===== config.mk =====
export PLATFORM = sky130hd
export DESIGN_NAME = serclk_gen
export DESIGN_NICKNAME = d
export VERILOG_FILES = /design/src/rtl/serclk_pkg.sv /design/src/rtl/serclk_cfg.sv /design/src/rtl/serclk_counter.sv /design/src/rtl/serclk_edges.sv /design/src/rtl/serclk_gen.sv
export SDC_FILE = /design/constraint.sdc
export NUM_CORES = 1
export LEC_CHECK = 0
export CAP_MARGIN = 20
export CORE_ASPECT_RATIO = 1.4
export CORE_MARGIN = 2
export CORE_UTILIZATION = 24
export DETAILED_ROUTE_END_ITERATION = 6
export GPL_ROUTABILITY_DRIVEN = 1
export SLEW_MARGIN = 20
export SYNTH_ARGS = -nofsm -noshare
export SYNTH_HDL_FRONTEND = slang
export SYNTH_HIERARCHICAL = 1
export SYNTH_SLANG_ARGS = --single-unit

===== constraint.sdc =====
create_clock -name clk -period 3.15 [get_ports clk]
set_clock_uncertainty 0.2 [all_clocks]
set_input_delay 0.63 -clock clk [delete_from_list [all_inputs] [get_ports clk]]
set_output_delay 0.63 -clock clk [all_outputs]
set_load 0.01 [all_outputs]

===== src/rtl/serclk_pkg.sv =====
package serclk_pkg;

  // Divider as applied: zero is treated as one.
  function automatic logic [15:0] eff_div(input logic [15:0] n);
    return (n == 16'd0) ? 16'd1 : n;
  endfunction

  // Active cycles per period: rounded N*D/256, kept inside 1..N-1.
  function automatic logic [15:0] high_count(input logic [15:0] n, input logic [7:0] duty);
    logic [7:0]  d;
    logic [23:0] p;
    logic [15:0] h;
    d = (duty == 8'd0) ? 8'd128 : duty;
    p = 24'(n) * 24'(d) + 24'd128;
    h = 16'(p >> 8);
    if (n <= 16'd1)      h = 16'd1;
    else if (h == 16'd0) h = 16'd1;
    else if (h >= n)     h = n - 16'd1;
    return h;
  endfunction

endpackage


===== src/rtl/serclk_cfg.sv =====
module serclk_cfg #(
  parameter int DIV_W = 8
) (
  input  logic [DIV_W-1:0] div_n,
  input  logic [7:0]       duty,
  output logic [DIV_W-1:0] n_eff,
  output logic [DIV_W-1:0] hi_eff
);
  import serclk_pkg::*;

  logic [15:0] n16;

  always_comb begin
    n16    = eff_div(16'(div_n));
    n_eff  = DIV_W'(n16);
    hi_eff = DIV_W'(high_count(n16, duty));
  end
endmodule


===== src/rtl/serclk_counter.sv =====
module serclk_counter #(
  parameter int DIV_W = 8
) (
  input  logic             clk,
  input  logic             rst_n,
  input  logic             en,
  input  logic [DIV_W-1:0] n_eff,
  input  logic [DIV_W-1:0] hi_eff,
  input  logic [1:0]       mode,
  output logic             run,
  output logic [DIV_W-1:0] cnt,
  output logic [DIV_W-1:0] n_q,
  output logic [DIV_W-1:0] hi_q,
  output logic             pol_q,
  output logic             pha_q,
  output logic             wrap_evt
);
  assign wrap_evt = run && (cnt == n_q - 1'b1);

  always_ff @(posedge clk or negedge rst_n) begin
    if (!rst_n) begin
      run   <= 1'b0;
      cnt   <= '0;
      n_q   <= DIV_W'(1);
      hi_q  <= DIV_W'(1);
      pol_q <= 1'b0;
      pha_q <= 1'b0;
    end else if (!run || wrap_evt) begin
      cnt <= '0;
      run <= en;
      if (en) begin
        n_q   <= n_eff;
        hi_q  <= hi_eff;
        pol_q <= mode[1];
        pha_q <= mode[0];
      end
    end else begin
      cnt <= cnt + 1'b1;
    end
  end
endmodule


===== src/rtl/serclk_edges.sv =====
module serclk_edges #(
  parameter int DIV_W = 8
) (
  input  logic             clk,
  input  logic             run,
  input  logic [DIV_W-1:0] cnt,
  input  logic [DIV_W-1:0] n_q,
  input  logic [DIV_W-1:0] hi_q,
  input  logic             pol_q,
  input  logic             pha_q,
  input  logic             idle_pol,
  output logic             lead_evt,
  output logic             trail_evt,
  output logic             sclk,
  output logic             launch,
  output logic             sample
);
  logic pass;
  logic active;

  always_comb begin
    pass      = (n_q == DIV_W'(1));
    lead_evt  = run && (cnt == '0);
    trail_evt = run && (pass || (cnt == hi_q));
    active    = pass ? clk : (cnt < hi_q);
    sclk      = run ? (pol_q ^ active) : idle_pol;
    launch    = pha_q ? lead_evt : trail_evt;
    sample    = pha_q ? trail_evt : lead_evt;
  end
endmodule


===== src/rtl/serclk_gen.sv =====
module serclk_gen #(
  parameter int DIV_W = 8
) (
  input  logic             clk,
  input  logic             rst_n,
  input  logic             en,
  input  logic [DIV_W-1:0] div_n,
  input  logic [7:0]       duty,
  input  logic [1:0]       mode,
  output logic             sclk,
  output logic             launch,
  output logic             sample
);
  logic [DIV_W-1:0] n_eff, hi_eff, cnt, n_q, hi_q;
  logic run, pol_q, pha_q, wrap_evt, lead_evt, trail_evt;

  serclk_cfg #(.DIV_W(DIV_W)) u_cfg (
    .div_n(div_n), .duty(duty), .n_eff(n_eff), .hi_eff(hi_eff)
  );

  serclk_counter #(.DIV_W(DIV_W)) u_cnt (
    .clk(clk), .rst_n(rst_n), .en(en), .n_eff(n_eff), .hi_eff(hi_eff),
    .mode(mode), .run(run), .cnt(cnt), .n_q(n_q), .hi_q(hi_q),
    .pol_q(pol_q), .pha_q(pha_q), .wrap_evt(wrap_evt)
  );

  serclk_edges #(.DIV_W(DIV_W)) u_edg (
    .clk(clk), .run(run), .cnt(cnt), .n_q(n_q), .hi_q(hi_q),
    .pol_q(pol_q), .pha_q(pha_q), .idle_pol(mode[1]),
    .lead_evt(lead_evt), .trail_evt(trail_evt),
    .sclk(sclk), .launch(launch), .sample(sample)
  );
endmodule


Word level (Yosys, flattened, before mapping)
Cells that the tools add are included.
{"block": "classes", "add_sub_neg": 4, "reduce_logical": 11, "magnitude_cmp": 3, "mul": 1, "n_mux": 10, "n_bitwise": 1, "n_eq_ne": 3}
{"cell": "8-bit 2-to-1 mux", "count": 6}
{"cell": "24-bit by 8-bit adder with 24-bit output, second input constant", "count": 1}
{"cell": "8-bit logical NOT", "count": 3}
{"cell": "16-bit by 8-bit multiplier with 24-bit output", "count": 1}
{"cell": "8-bit == test", "count": 2}
{"cell": "16-bit by 8-bit >= comparator with 1-bit output", "count": 1}
{"cell": "16-bit by 1-bit <= comparator with 1-bit output, second input constant", "count": 1}
{"cell": "16-bit logical NOT", "count": 1}
{"cell": "8-bit by 1-bit subtractor with 8-bit output, second input constant", "count": 2}
{"cell": "8-bit by 1-bit adder with 8-bit output, second input constant", "count": 1}
{"cell": "8-bit by 1-bit == test with 1-bit output, second input constant", "count": 1}
{"cell": "8-bit < comparator", "count": 1}
{"cell": "1-bit 2-to-1 mux", "count": 4}
{"cell": "1-bit logical AND", "count": 3}
{"cell": "1-bit logical OR", "count": 2}
{"cell": "2-bit AND reduction", "count": 1}
{"cell": "1-bit logical NOT", "count": 1}
{"cell": "1-bit XOR", "count": 1}
{"block": "totals", "register_bits": 27, "in_bits": 21, "output_inout_bits": 3, "word_cells": 39}

Depth between registers and ports, before layout
Gate-level depths: netlist of run 1.
{"block": "depth", "depth_word": 8, "mapped_depth": 27, "ltp_nobuf": 26}

Modules after synthesis
Netlist of run 1, hierarchy kept.
{"mod": "serclk_cfg", "instances": 1, "area_each_um2": 2562.5, "cells_per_inst": 314, "seq_area_each_um2": 0.0}
{"mod": "serclk_counter", "instances": 1, "area_each_um2": 1346.3, "cells_per_inst": 110, "seq_area_each_um2": 678.2}
{"mod": "serclk_edges", "instances": 1, "area_each_um2": 342.8, "cells_per_inst": 48, "seq_area_each_um2": 0.0}

==> results of run 1 <==
sequential cells by signal, indices dropped and copies added (netlist names):
register	count
u_cnt/cnt	8
u_cnt/pol_q	1
u_cnt/pha_q	1
u_cnt/run	1
u_cnt/n_q	8
u_cnt/hi_q	8
power groups by stage:
stage / sequential, W / clock (W) / combinational, W
after floorplan: 0.000655 / 0.0000354 / 0.00221
after detailed placement: 0.000705 / 0.0000744 / 0.00310
after CTS: 0.000702 / 0.000642 / 0.00342
after global routing: 0.000728 / 0.000668 / 0.00435
final: 0.000698 / 0.000628 / 0.00393
after global placement: 0.000705 / 0.0000744 / 0.00305
per-stage QoR:
stage	area (µm²)	power (W)	util (%)
2_1_floorplan	4370	0.00290	-
3_3_place_gp	5330	0.00383	30.8
3_5_place_dp	5330	0.00388	30.8
4_1_cts	5960	0.00476	34.4
5_1_grt	6150	0.00574	35.5
6_report	6150	0.00526	35.5
cell type report:
type | count | area, µm² | share of cell area, %
Clock buffer | 9 | 188 | 3.05
Clock inverter | 1 | 5.00 | 0.0814
Inverter | 62 | 233 | 3.79
Multi-Input combinational cell | 361 | 3640 | 59.3
Sequential cell | 27 | 683 | 11.1
Tap cell | 236 | 295 | 4.80
Timing Repair Buffer | 140 | 1100 | 17.9
repair_timing:
| action | in CTS | in global routing |
|---|---|---|
| resized for setup | 92 | 44 |
| setup endpoints to repair | 12 | 10 |
| setup buffers | 41 | 7 |
| pin swaps | 39 | 39 |
| cloned | 1 | 0 |
routing by layer:
layer	up-vias	track usage, %
met5	-	0
met4	0	5.19
met3	28	1.58
met2	73	25.4
met1	1890	15.0
li1	1835	-
cells in the final DEF, fill, tap and decap left out, drive strengths merged, types with 6 or more instances in the layout:
master / count
fa: 35
clkbuf: 9
a21oi: 15
o31ai: 6
dfrtp: 25
nand3: 11
nand2: 27
nor2: 37
xnor2: 16
and3: 6
mux2: 13
ha: 59
nor4: 7
and2: 41
xor2: 7
o21ai: 9
buf: 128
nor3: 6
inv: 62
worst paths after layout:
path / from / to / slack, ns / cells past startpoint
setup / recovery: div_n[5] / u_cnt/hi_q[7] / -3.03 / 39
hold reg to reg: u_cnt/hi_q[5] / u_cnt/hi_q[5] / 0.32 / 1
max in group asynchronous: rst_n / u_cnt/n_q[0] / 2.00 / 2
min in group asynchronous: rst_n / u_cnt/cnt[2] / 0.43 / 2
hold / removal: u_cnt/hi_q[5] / u_cnt/hi_q[5] / 0.32 / 1
setup reg to reg: u_cnt/n_q[0] / u_cnt/n_q[3] / 0.23 / 9
==> run_results.csv, run 1 <==
group,metric,value,unit
outcome,status,"finished, violations left",
outcome,violations,"setup timing",
flow_run,maxCapViolations,0,
timing,setup_slack,-3.03,ns
pwr,ir_worst_vdd,365,µV
timing,hold_ws,0.316,ns
setup_path,endpoint_kind,"register",
floorplanning,dieArea,0.0188,mm²
detailed_routing,wl_met1,4690,µm
yosys,syn_nets,585,
timing,finalMaxSlewViolations,0,
floorplanning,chipHeight,161,µm
cells_and_area,fillCellCount,1716,
cts,clock_latency,0.37,ns
setup_path,critPathKind,"input port to register",
pwr,combPwrFrac,74.8,%
yosys,syn_area_per_cell,9.02,µm²
grt,first_global_vias,4240,
setup_path,crit_slowest_cell,"nor4_4",
pwr,p_sw_share,41.6,%
cells_and_area,syn_to_final_growth,44.9,%
pwr,p_int,0.00307,W
setup_path,cp_max_fo,3,
timing,slew_headroom,66.6,%
cells_and_area,instances_no_fill,836,
pwr,clkPwrFrac,11.9,%
pwr,switchingPower,0.00219,W
setup_path,path_delay_family,"buffers and inverters",
floorplanning,io_pins,24,
timing,setup_violations,8,
timing,hold_violations,0,
timing,max_freq,162,MHz
detailed_routing,ant_nets,0,
cts,cts_tree,"done",
detailed_routing,wl_per_cell,14.4,µm
setup_path,start_kind,"input port",
detailed_routing,met2_length,6650,µm
placement,port_buffers,23,
placement,place_ws,-3.81,ns
detailed_routing,dr_wl_met3,293,µm
yosys,syn_area,0.00424,mm²
placement,gp_congestion,0.832,
grt,antenna_found_initial,0,
detailed_routing,drt-total-wl,12000,µm
timing,finalCritPeriodShare,196,%
hold_path,min_path_type,"register to register",
yosys,syn_inst,470,
setup_path,arrival,6.24,ns
cells_and_area,n_antenna_cell,0,
detailed_routing,vias_per_cell,4.58,
pwr,leakage,3.02,nW
detailed_routing,drc_errors,0,
grt,grtUsageTotal,13.5,%
timing,worstMarginPinSlew,0.498,ns
detailed_routing,drt_iter0_drc,154,
placement,dp.cells,781,
cts,clkSlewWorstSetupHoldPaths,0.07,ns
pwr,pwr-share-seq,13.3,%
grt,grt_first_pass_wirelength,20000,µm
detailed_routing,vias,3826,
cells_and_area,drive_gt1_share,39.7,%
timing,layout_min_cycle_time,6.18,ns
detailed_routing,highest-signal-layer,"met4",
timing,rsz0062_at_grt,"true",
grt,grt_max_degree,28,
grt,grt-ovfl-total,0,
setup_path,cp_slowest_stage_delay,0.39,ns
setup_path,crit_path_frequent_cell,"buf_4",
setup_path,critPathRequiredTime,3.21,ns
timing,fin_setup_tns,-23.84,ns
floorplanning,fp.coreArea,0.0173,mm²
cts,cts_hold_buf,0,
setup_path,worst-path-buf-inv,27,
placement,place_hpwl,8780,µm
cells_and_area,final_nets,715,
floorplanning,rows,57,
pwr,power_density,856,mW/mm²
detailed_routing,firstDrtPassIters,4,
floorplanning,initial_core_util,24.5,%
floorplanning,die_width,116,µm
yosys,yosysWarnings,6,
No activity file was read; power rests on OpenSTA's default activity.
==> inputs of run 2 (changes only) <==
- CTS_CLUSTER_DIAMETER: default -> 50
==> results of run 2 <==
The final DEF is identical to that of run 1; final timing and power are the same.
